File: src/rtl/vram_pkg.sv
package vram_pkg;
  localparam int unsigned COL_STAGES  = 2;
  localparam int unsigned COL_STAGE_W = 3;
  localparam int unsigned ROW_W       = 4;
  localparam int unsigned COL_W       = COL_STAGES * COL_STAGE_W;
  localparam int unsigned ADDR_W      = COL_W + ROW_W;
endpackage

File: src/rtl/vram_col_counter.sv
module vram_col_counter #(
  parameter int unsigned NUM_STAGES = vram_pkg::COL_STAGES,
  parameter int unsigned STAGE_W    = vram_pkg::COL_STAGE_W,
  localparam int unsigned COL_W     = NUM_STAGES * STAGE_W
) (
  input  logic             clk,
  input  logic             rst_n,
  input  logic             clr,
  input  logic             adv,
  output logic [COL_W-1:0] col
);
  logic [NUM_STAGES-1:0] carry;
  assign carry[0] = adv;

  for (genvar g = 0; g < NUM_STAGES; g++) begin : g_stage
    logic [STAGE_W-1:0] q;
    always_ff @(posedge clk) begin
      if (!rst_n)        q <= '0;
      else if (clr)      q <= '0;
      else if (carry[g]) q <= q + 1'b1;
    end
    assign col[g*STAGE_W +: STAGE_W] = q;
    if (g < NUM_STAGES - 1) begin : g_carry
      assign carry[g+1] = carry[g] && (q == {STAGE_W{1'b1}});
    end
  end

  AST_COL_CLEAR: assert property (@(posedge clk) disable iff (!rst_n)
    clr |=> (col == '0));
  AST_COL_STEP: assert property (@(posedge clk) disable iff (!rst_n)
    (!clr && adv) |=> (col == COL_W'($past(col) + 1'b1)));
  AST_COL_HOLD: assert property (@(posedge clk) disable iff (!rst_n)
    (!clr && !adv) |=> $stable(col));
  AST_COL_FINE_CARRY: assert property (@(posedge clk) disable iff (!rst_n)
    (!clr && adv && col[STAGE_W-1:0] == {STAGE_W{1'b1}}) |=> (col[STAGE_W-1:0] == '0));
endmodule

File: src/rtl/vram_row_base.sv
module vram_row_base #(
  parameter int unsigned ROW_W = vram_pkg::ROW_W
) (
  input  logic             clk,
  input  logic             rst_n,
  input  logic             load,
  input  logic [ROW_W-1:0] load_val,
  input  logic             adv,
  output logic [ROW_W-1:0] row
);
  always_ff @(posedge clk) begin
    if (!rst_n)    row <= '0;
    else if (load) row <= load_val;
    else if (adv)  row <= row + 1'b1;
  end

  AST_ROW_LOAD: assert property (@(posedge clk) disable iff (!rst_n)
    load |=> (row == $past(load_val)));
  AST_ROW_STEP: assert property (@(posedge clk) disable iff (!rst_n)
    (!load && adv) |=> (row == ROW_W'($past(row) + 1'b1)));
  AST_ROW_HOLD: assert property (@(posedge clk) disable iff (!rst_n)
    (!load && !adv) |=> $stable(row));
endmodule

File: src/rtl/vram_addr_select.sv
module vram_addr_select #(
  parameter int unsigned ADDR_W = vram_pkg::ADDR_W
) (
  input  logic              sel_ext,
  input  logic [ADDR_W-1:0] ext_addr,
  input  logic [ADDR_W-1:0] int_addr,
  output logic [ADDR_W-1:0] addr
);
  for (genvar b = 0; b < ADDR_W; b++) begin : g_bit
    assign addr[b] = sel_ext ? ext_addr[b] : int_addr[b];
  end
endmodule

File: src/rtl/vram_addr_mux.sv
module vram_addr_mux #(
  parameter int unsigned COL_STAGES  = vram_pkg::COL_STAGES,
  parameter int unsigned COL_STAGE_W = vram_pkg::COL_STAGE_W,
  parameter int unsigned ROW_W       = vram_pkg::ROW_W,
  localparam int unsigned COL_W      = COL_STAGES * COL_STAGE_W,
  localparam int unsigned ADDR_W     = COL_W + ROW_W
) (
  input  logic              clk,
  input  logic              rst_n,
  input  logic              char_en,
  input  logic              line_start,
  input  logic              row_step,
  input  logic              frame_start,
  input  logic [ROW_W-1:0]  scroll_row,
  input  logic [ADDR_W-1:0] bus_addr,
  input  logic              bus_sel,
  output logic [ADDR_W-1:0] mem_addr,
  output logic              mem_en
);
  logic [COL_W-1:0] col_q;
  logic [ROW_W-1:0] row_q;

  vram_col_counter #(.NUM_STAGES(COL_STAGES), .STAGE_W(COL_STAGE_W)) u_col (
    .clk(clk), .rst_n(rst_n), .clr(line_start), .adv(char_en), .col(col_q)
  );

  vram_row_base #(.ROW_W(ROW_W)) u_row (
    .clk(clk), .rst_n(rst_n), .load(frame_start), .load_val(scroll_row),
    .adv(row_step), .row(row_q)
  );

  vram_addr_select #(.ADDR_W(ADDR_W)) u_sel (
    .sel_ext(bus_sel), .ext_addr(bus_addr), .int_addr({row_q, col_q}),
    .addr(mem_addr)
  );

  assign mem_en = 1'b1;

  AST_BUS_PATH: assert property (@(posedge clk) disable iff (!rst_n)
    bus_sel |-> (mem_addr == bus_addr));
  AST_REFRESH_RUNS: assert property (@(posedge clk) disable iff (!rst_n)
    (bus_sel && !line_start && char_en) |=> (col_q == COL_W'($past(col_q) + 1'b1)));
endmodule

File: config.mk
export PLATFORM = sky130hd
export DESIGN_NAME = vram_addr_mux
export DESIGN_NICKNAME = d
export VERILOG_FILES = /design/src/rtl/vram_pkg.sv /design/src/rtl/vram_col_counter.sv /design/src/rtl/vram_row_base.sv /design/src/rtl/vram_addr_select.sv /design/src/rtl/vram_addr_mux.sv
export SDC_FILE = /design/constraint.sdc
export NUM_CORES = 1
export LEC_CHECK = 0
export CAP_MARGIN = 20
export CORE_MARGIN = 4
export CORE_UTILIZATION = 50
export DETAILED_ROUTE_END_ITERATION = 8
export DONT_BUFFER_PORTS = 1
export PLACE_DENSITY = 0.72
export SYNTH_ARGS = -nofsm -noshare
export SYNTH_HDL_FRONTEND = slang
export SYNTH_HIERARCHICAL = 1
export SYNTH_SLANG_ARGS = --single-unit
File: constraint.sdc
create_clock -name clk -period 1.55 [get_ports clk]
set_clock_uncertainty 0.15 [all_clocks]
set_input_delay 0.0775 -clock clk [delete_from_list [all_inputs] [get_ports clk]]
set_output_delay 0.0775 -clock clk [all_outputs]
set_load 0.02 [all_outputs]
==> results.tsv, run 1 <==
stage	metric	value	unit
worst_setup_path	critPathMostFrequentCell	ha_1	
power	p_comb_frac	0.213	
logic_synthesis	synth_nets	87	
global_route	grtUsageTotal	0.142	
drt	drt_first_pass_iters	4	
drt	drt_iter0_drc	4	
logic_synthesis	avgSynthCellArea	10.5	um2
drt	final_antenna_net_count	0	
die	die_w	44.0	um
logic_synthesis	ys_seq_area_frac	0.308	
power	p_sw_frac	0.258	
cells_and_area	diodes	0	
power	power	0.565	mW
power	p_leak	0.351	nW
cts	path_clk_slew	0.06	ns
die	rows	12	
place	dp.cells	73	
cells_and_area	fin_area	758	um2
cells_and_area	area_growth	16.8	%
cts	clock_sinks	10	
cts	root_buffer	clkbuf_4	
place	postPlaceCellArea	643	um2
cells_and_area	multiInputGateArea	422	um2
cts	cts-htree-levels	1	
drt	wirelength	1250	um
place	dpl.hpwl	910	um
global_route	grt_pass1_wl	2030	um
worst_setup_path	crit_family	adder cells	
job	drv_cap	0	
worst_setup_path	arrival	1.37	ns
die	start_util	0.554	
cells_and_area	nets	98	
global_route	grt_max_degree	11	
die	num_io_pins	32	
cts	cts_buffer_depth	2	
logic_synthesis	netlist_area	649	um2
worst_setup_path	path_buf_inv	0	
timing	min_period	1.32	ns
power	seq_power_share	0.487	
logic_synthesis	synth_top_area_cell	dfxtp_1	
worst_setup_path	slowest_stage	dfxtp_1	
cells_and_area	seqCellArea	200	um2
power	clkPwrFrac	0.300	
worst_setup_path	path_cells	ha_1, ha_1, a21bo_2, a21oi_1	
cts	cts_tree	built	
worst_setup_path	cp_slowest_stage_delay	0.33	ns
power	p_sw	0.146	mW
place	place_congestion	0.738	
cts	cts_setup_buffers	0	
power	p_per_area	746	mW/mm2
timing	timing.final.crit_share	0.854	
global_route	grt_antenna_before_repair	0	
cells_and_area	fillers	100	
logic_synthesis	ys_ff_latch	10	
worst_setup_path	worstPathRequired	1.59	ns
hold_path	hp-class	in -> reg	
timing	setup_viol_count_final	0	
drt	route.detailed.drc	0	
logic_synthesis	synth_cells	62	
die	die_y	44.0	um
drt	wl_per_cell	14.7	um
cells_and_area	final_cell_mix	dfxtp_1 (10), mux2_4 (10), dlygate4sd3_1 (8)	
worst_setup_path	criticalPathCategory	reg -> reg	
logic_synthesis	synth.top_cell.area_share	0.308	
logic_synthesis	ys_types	23	
place	io_buffers	0	
timing	max_freq	756	MHz
die	coreArea	0.00117	mm2
worst_setup_path	critPathMaxFanout	5	
cts	clkLatencyLatePin	0.26	ns
outcome	status	complete, no violations	
timing	drv_slew	0	
worst_setup_path	cp-start-kind	flip-flop	
timing	rsz0062_at_grt	no	
timing	tns	0	ns
die	design.die.area	0.00194	mm2
cells_and_area	drive_above_1_share	0.197	
logic_synthesis	ys_top_cells_by_area	dfxtp_1 (31%), mux2_4 (23%), ha_1 (7.7%)	
timing	final-hold-violation-count	0	
power	ir_drop	0.000436	V
worst_setup_path	worst-r2r-setup-slack	0.23	ns
worst_setup_path	critPathCaptureType	flip-flop	
cts	cts_inserted_buffers	3	
logic_synthesis	ys_warn_count	6	
drt	vias	466	
global_route	grt_pass1_vias	466	
drt	detail_route.vias_per_cell	5.48	
power	intPower	0.419	mW
global_route	grt-ovfl-total	0	
cells_and_area	fin_cells	85	
-- area by class of cell --
class | instances | area share
multi-input combinational | 48 | 0.556
sequential | 10 | 0.264
timing repair buffer | 9 | 0.122
clock buffer | 3 | 0.0297
tap | 14 | 0.0231
inverter | 1 | 0.00495
-- logic make-up (layout without fill, tap and decap cells) --
kind of cell,Yosys count,count (layout),synth area share
adder cells (fa/ha/maj),4,4,0.0771
multiplexers,14,14,0.293
other,1,1,0.00577
flip-flops,10,10,0.308
AO/OA/AOI/OAI,10,10,0.0925
AND/OR/NAND/NOR,15,15,0.127
buffers and inverters,4,13,0.0424
XOR/XNOR,4,4,0.0540
-- flip-flops by register name (all words and copies together), names as in the netlist --
name and count:
u_row/row 4, u_col/g_stage.q 6
-- cell usage after synthesis, drive strengths merged --
library cell / instances
inv: 1
or3b: 1
and2: 2
ha: 4
xor2: 2
nand3b: 2
conb: 1
o21ai: 4
a21bo: 2
or2b: 1
buf: 3
mux2: 10
nor2: 3
dfxtp: 10
xnor2: 2
nand3: 2
a21oi: 4
mux2i: 4
nand2: 3
nand4: 1
-- what timing repair did --
action                                  4_1_cts  5_1_grt
resized for setup                             0        1
hold buffers                                  9        0
endpoints found under the setup margin        0        1
endpoints found under the hold margin        10        0
-- power by group through the flow --
stage / logic, mW / registers [mW] / clock network, mW
floorplan: 0.100 / 0.279 / 0
global placement: 0.0922 / 0.281 / 0
detailed placement: 0.0932 / 0.282 / 0
CTS: 0.119 / 0.276 / 0.176
global route: 0.129 / 0.277 / 0.196
finish: 0.120 / 0.276 / 0.170
-- final timing paths --
| path | startpoint | end | cells after the start |
|---|---|---|---|
| setup / recovery | u_col/g_stage[0].q[0] | u_col/g_stage[1].q[0] | 4 |
| hold / removal | rst_n | u_col/g_stage[1].q[1] | 2 |
| setup reg to reg | u_col/g_stage[0].q[0] | u_col/g_stage[1].q[0] | 4 |
| hold reg to reg | u_col/g_stage[1].q[2] | u_col/g_stage[1].q[2] | 2 |
-- per-stage QoR --
stage          utilization  setup WS, ns  hold WS [ns]
2_1_floorplan            -         0.306        0.0492
3_3_place_gp         0.549         0.284        0.0512
3_5_place_dp         0.549         0.229        0.0545
4_1_cts              0.645        0.0690       0.00513
5_1_grt              0.647         0.130        0.0135
6_report             0.647         0.227       0.00184
-- layer usage --
layer,track usage,part of all wire
met2,0.230,0.53
met5,0,0
met3,0.0691,0.080
met1,0.160,0.39
met4,0.0542,0.0048
(Power assumes the default switching activity.)
==> inputs of run 2 (changes only) <==
--- a/config.mk
+++ b/config.mk
@@ -11,6 +11,8 @@
 export DETAILED_ROUTE_END_ITERATION = 8
 export DONT_BUFFER_PORTS = 1
 export PLACE_DENSITY = 0.72
+export RECOVER_POWER = 25
+export SLEW_MARGIN = 5
 export SYNTH_ARGS = -nofsm -noshare
 export SYNTH_HDL_FRONTEND = slang
 export SYNTH_HIERARCHICAL = 1
==> results.tsv, run 2 (same netlist as run 1, synthesis figures left out) <==
stage	metric	value	unit
drt	detail_route.vias_per_cell	5.47	
cells_and_area	area_growth	15.6	%
die	design.die.area	0.00194	mm2
drt	wl_per_cell	14.7	um
cts	root_buffer	clkbuf_4	
cells_and_area	drive_above_1_share	0.169	
job	drv_cap	0	
hold_path	hp-class	in -> reg	
global_route	grt_pass1_vias	466	
cells_and_area	diodes	0	
die	die_w	44.0	um
worst_setup_path	critPathMaxFanout	5	
timing	min_period	1.32	ns
place	io_buffers	0	
cts	clock_sinks	10	
worst_setup_path	path_buf_inv	0	
worst_setup_path	slowest_stage	dfxtp_1	
drt	drt_first_pass_iters	4	
worst_setup_path	criticalPathCategory	reg -> reg	
cells_and_area	final_common_cell	dfxtp_1	
cells_and_area	fin_area	751	um2
cells_and_area	final_cell_mix	dfxtp_1 (10), dlygate4sd3_1 (8), mux2_4 (8)	
power	p_per_area	749	mW/mm2
worst_setup_path	path_depth	4	
die	start_util	0.554	
cts	cts_tree	built	
timing	finalWorstSetupSlack	0.227	ns
worst_setup_path	critPathMostFrequentCell	ha_1	
cts	cts-htree-levels	1	
cts	cts_inserted_buffers	3	
worst_setup_path	worstPathRequired	1.59	ns
timing	final-hold-violation-count	0	
cts	cts_setup_buffers	0	
global_route	grt_max_degree	11	
timing	timing.final.crit_share	0.854	
timing	rsz0062_at_grt	no	
global_route	grt_pass1_wl	2030	um
global_route	grtUsageTotal	0.142	
cells_and_area	largest_reg_flops	6	
place	dpl.hpwl	910	um
timing	holdWs	0.00175	ns
power	power	0.562	mW
worst_setup_path	arrival	1.37	ns
timing	tns	0	ns
place	dp.cells	73	
worst_setup_path	critPathCaptureType	flip-flop	
cells_and_area	largest-register	u_col/g_stage.q	
global_route	grt-ovfl-total	0	
timing	max_freq	756	MHz
cts	clkLatencyLatePin	0.26	ns
timing	setup_viol_count_final	0	
place	dp_slack	0.229	ns
place	postPlaceCellArea	643	um2
cells_and_area	reg_top3	u_col/g_stage.q: 6 flops, u_row/row: 4 flops	
cts	path_clk_slew	0.06	ns
timing	drv_slew	0	
die	coreArea	0.00117	mm2
cells_and_area	fin_cells	85	
worst_setup_path	crit_family	adder cells	
global_route	grt_antenna_before_repair	0	
cts	cts_buffer_depth	2	
die	die_y	44.0	um
power	p_leak	0.344	nW
place	place_congestion	0.738	
drt	vias	465	
power	ir_drop	0.000436	V
die	num_io_pins	32	
drt	final_antenna_net_count	0	
hold_path	holdPathStages	2	
drt	drt_iter0_drc	4	
worst_setup_path	r2r_cells	4	
worst_setup_path	path_cells	ha_1, ha_1, a21bo_2, a21oi_1	
cells_and_area	nets	98	
drt	route.detailed.drc	0	
die	rows	12	
outcome	status	complete, no violations	
drt	wirelength	1250	um
worst_setup_path	cp-start-kind	flip-flop	
cells_and_area	final_core_util	0.641	
worst_setup_path	cp_slowest_stage_delay	0.33	ns
run 2: report_power, final:
group	total, mW	switching (mW)	internal, mW
logic	0.117	0.0569	0.0599
clock network	0.170	0.0806	0.0893
registers	0.275	0.00879	0.267
total	0.562	0.146	0.416
run 2: layer usage:
metal  vias to the layer above  global-route usage  routed length [um]
li1                        237                   -                   -
met1                       209               0.160                 480
met2                        17               0.230                 661
met3                         2              0.0691                 103
met4                         0              0.0542                   6
met5                         -                   0                   0
run 2: cell type report:
class | instances | area [um2]
fillers | 103 | 420
multi-input cells | 48 | 414
flip-flops and latches | 10 | 200
repair buffers | 9 | 92.6
clock buffers | 3 | 22.5
well taps | 14 | 17.5
inverters | 1 | 3.75
run 2: final timing paths:
path / startpoint / slack, ns / end
worst max-delay path: u_col/g_stage[0].q[0] / 0.23 / u_col/g_stage[1].q[0]
worst min-delay path: rst_n / 0.002 / u_col/g_stage[1].q[1]
worst max register to register: u_col/g_stage[0].q[0] / 0.23 / u_col/g_stage[1].q[0]
worst min register to register: u_col/g_stage[1].q[2] / 0.35 / u_col/g_stage[1].q[2]
run 2: repair_timing:
action                                 CTS  global route
endpoints found under the hold margin   10             0
setup endpoints to repair                0             1
gates resized for setup                  0             1
hold buffers                             9             0
run 2: worst register-to-register path, stage by stage, from the launching register on:
cell,delay (ns)
dfxtp_1,0.33
ha_1,0.20
ha_1,0.23
a21bo_2,0.23
a21oi_1,0.12
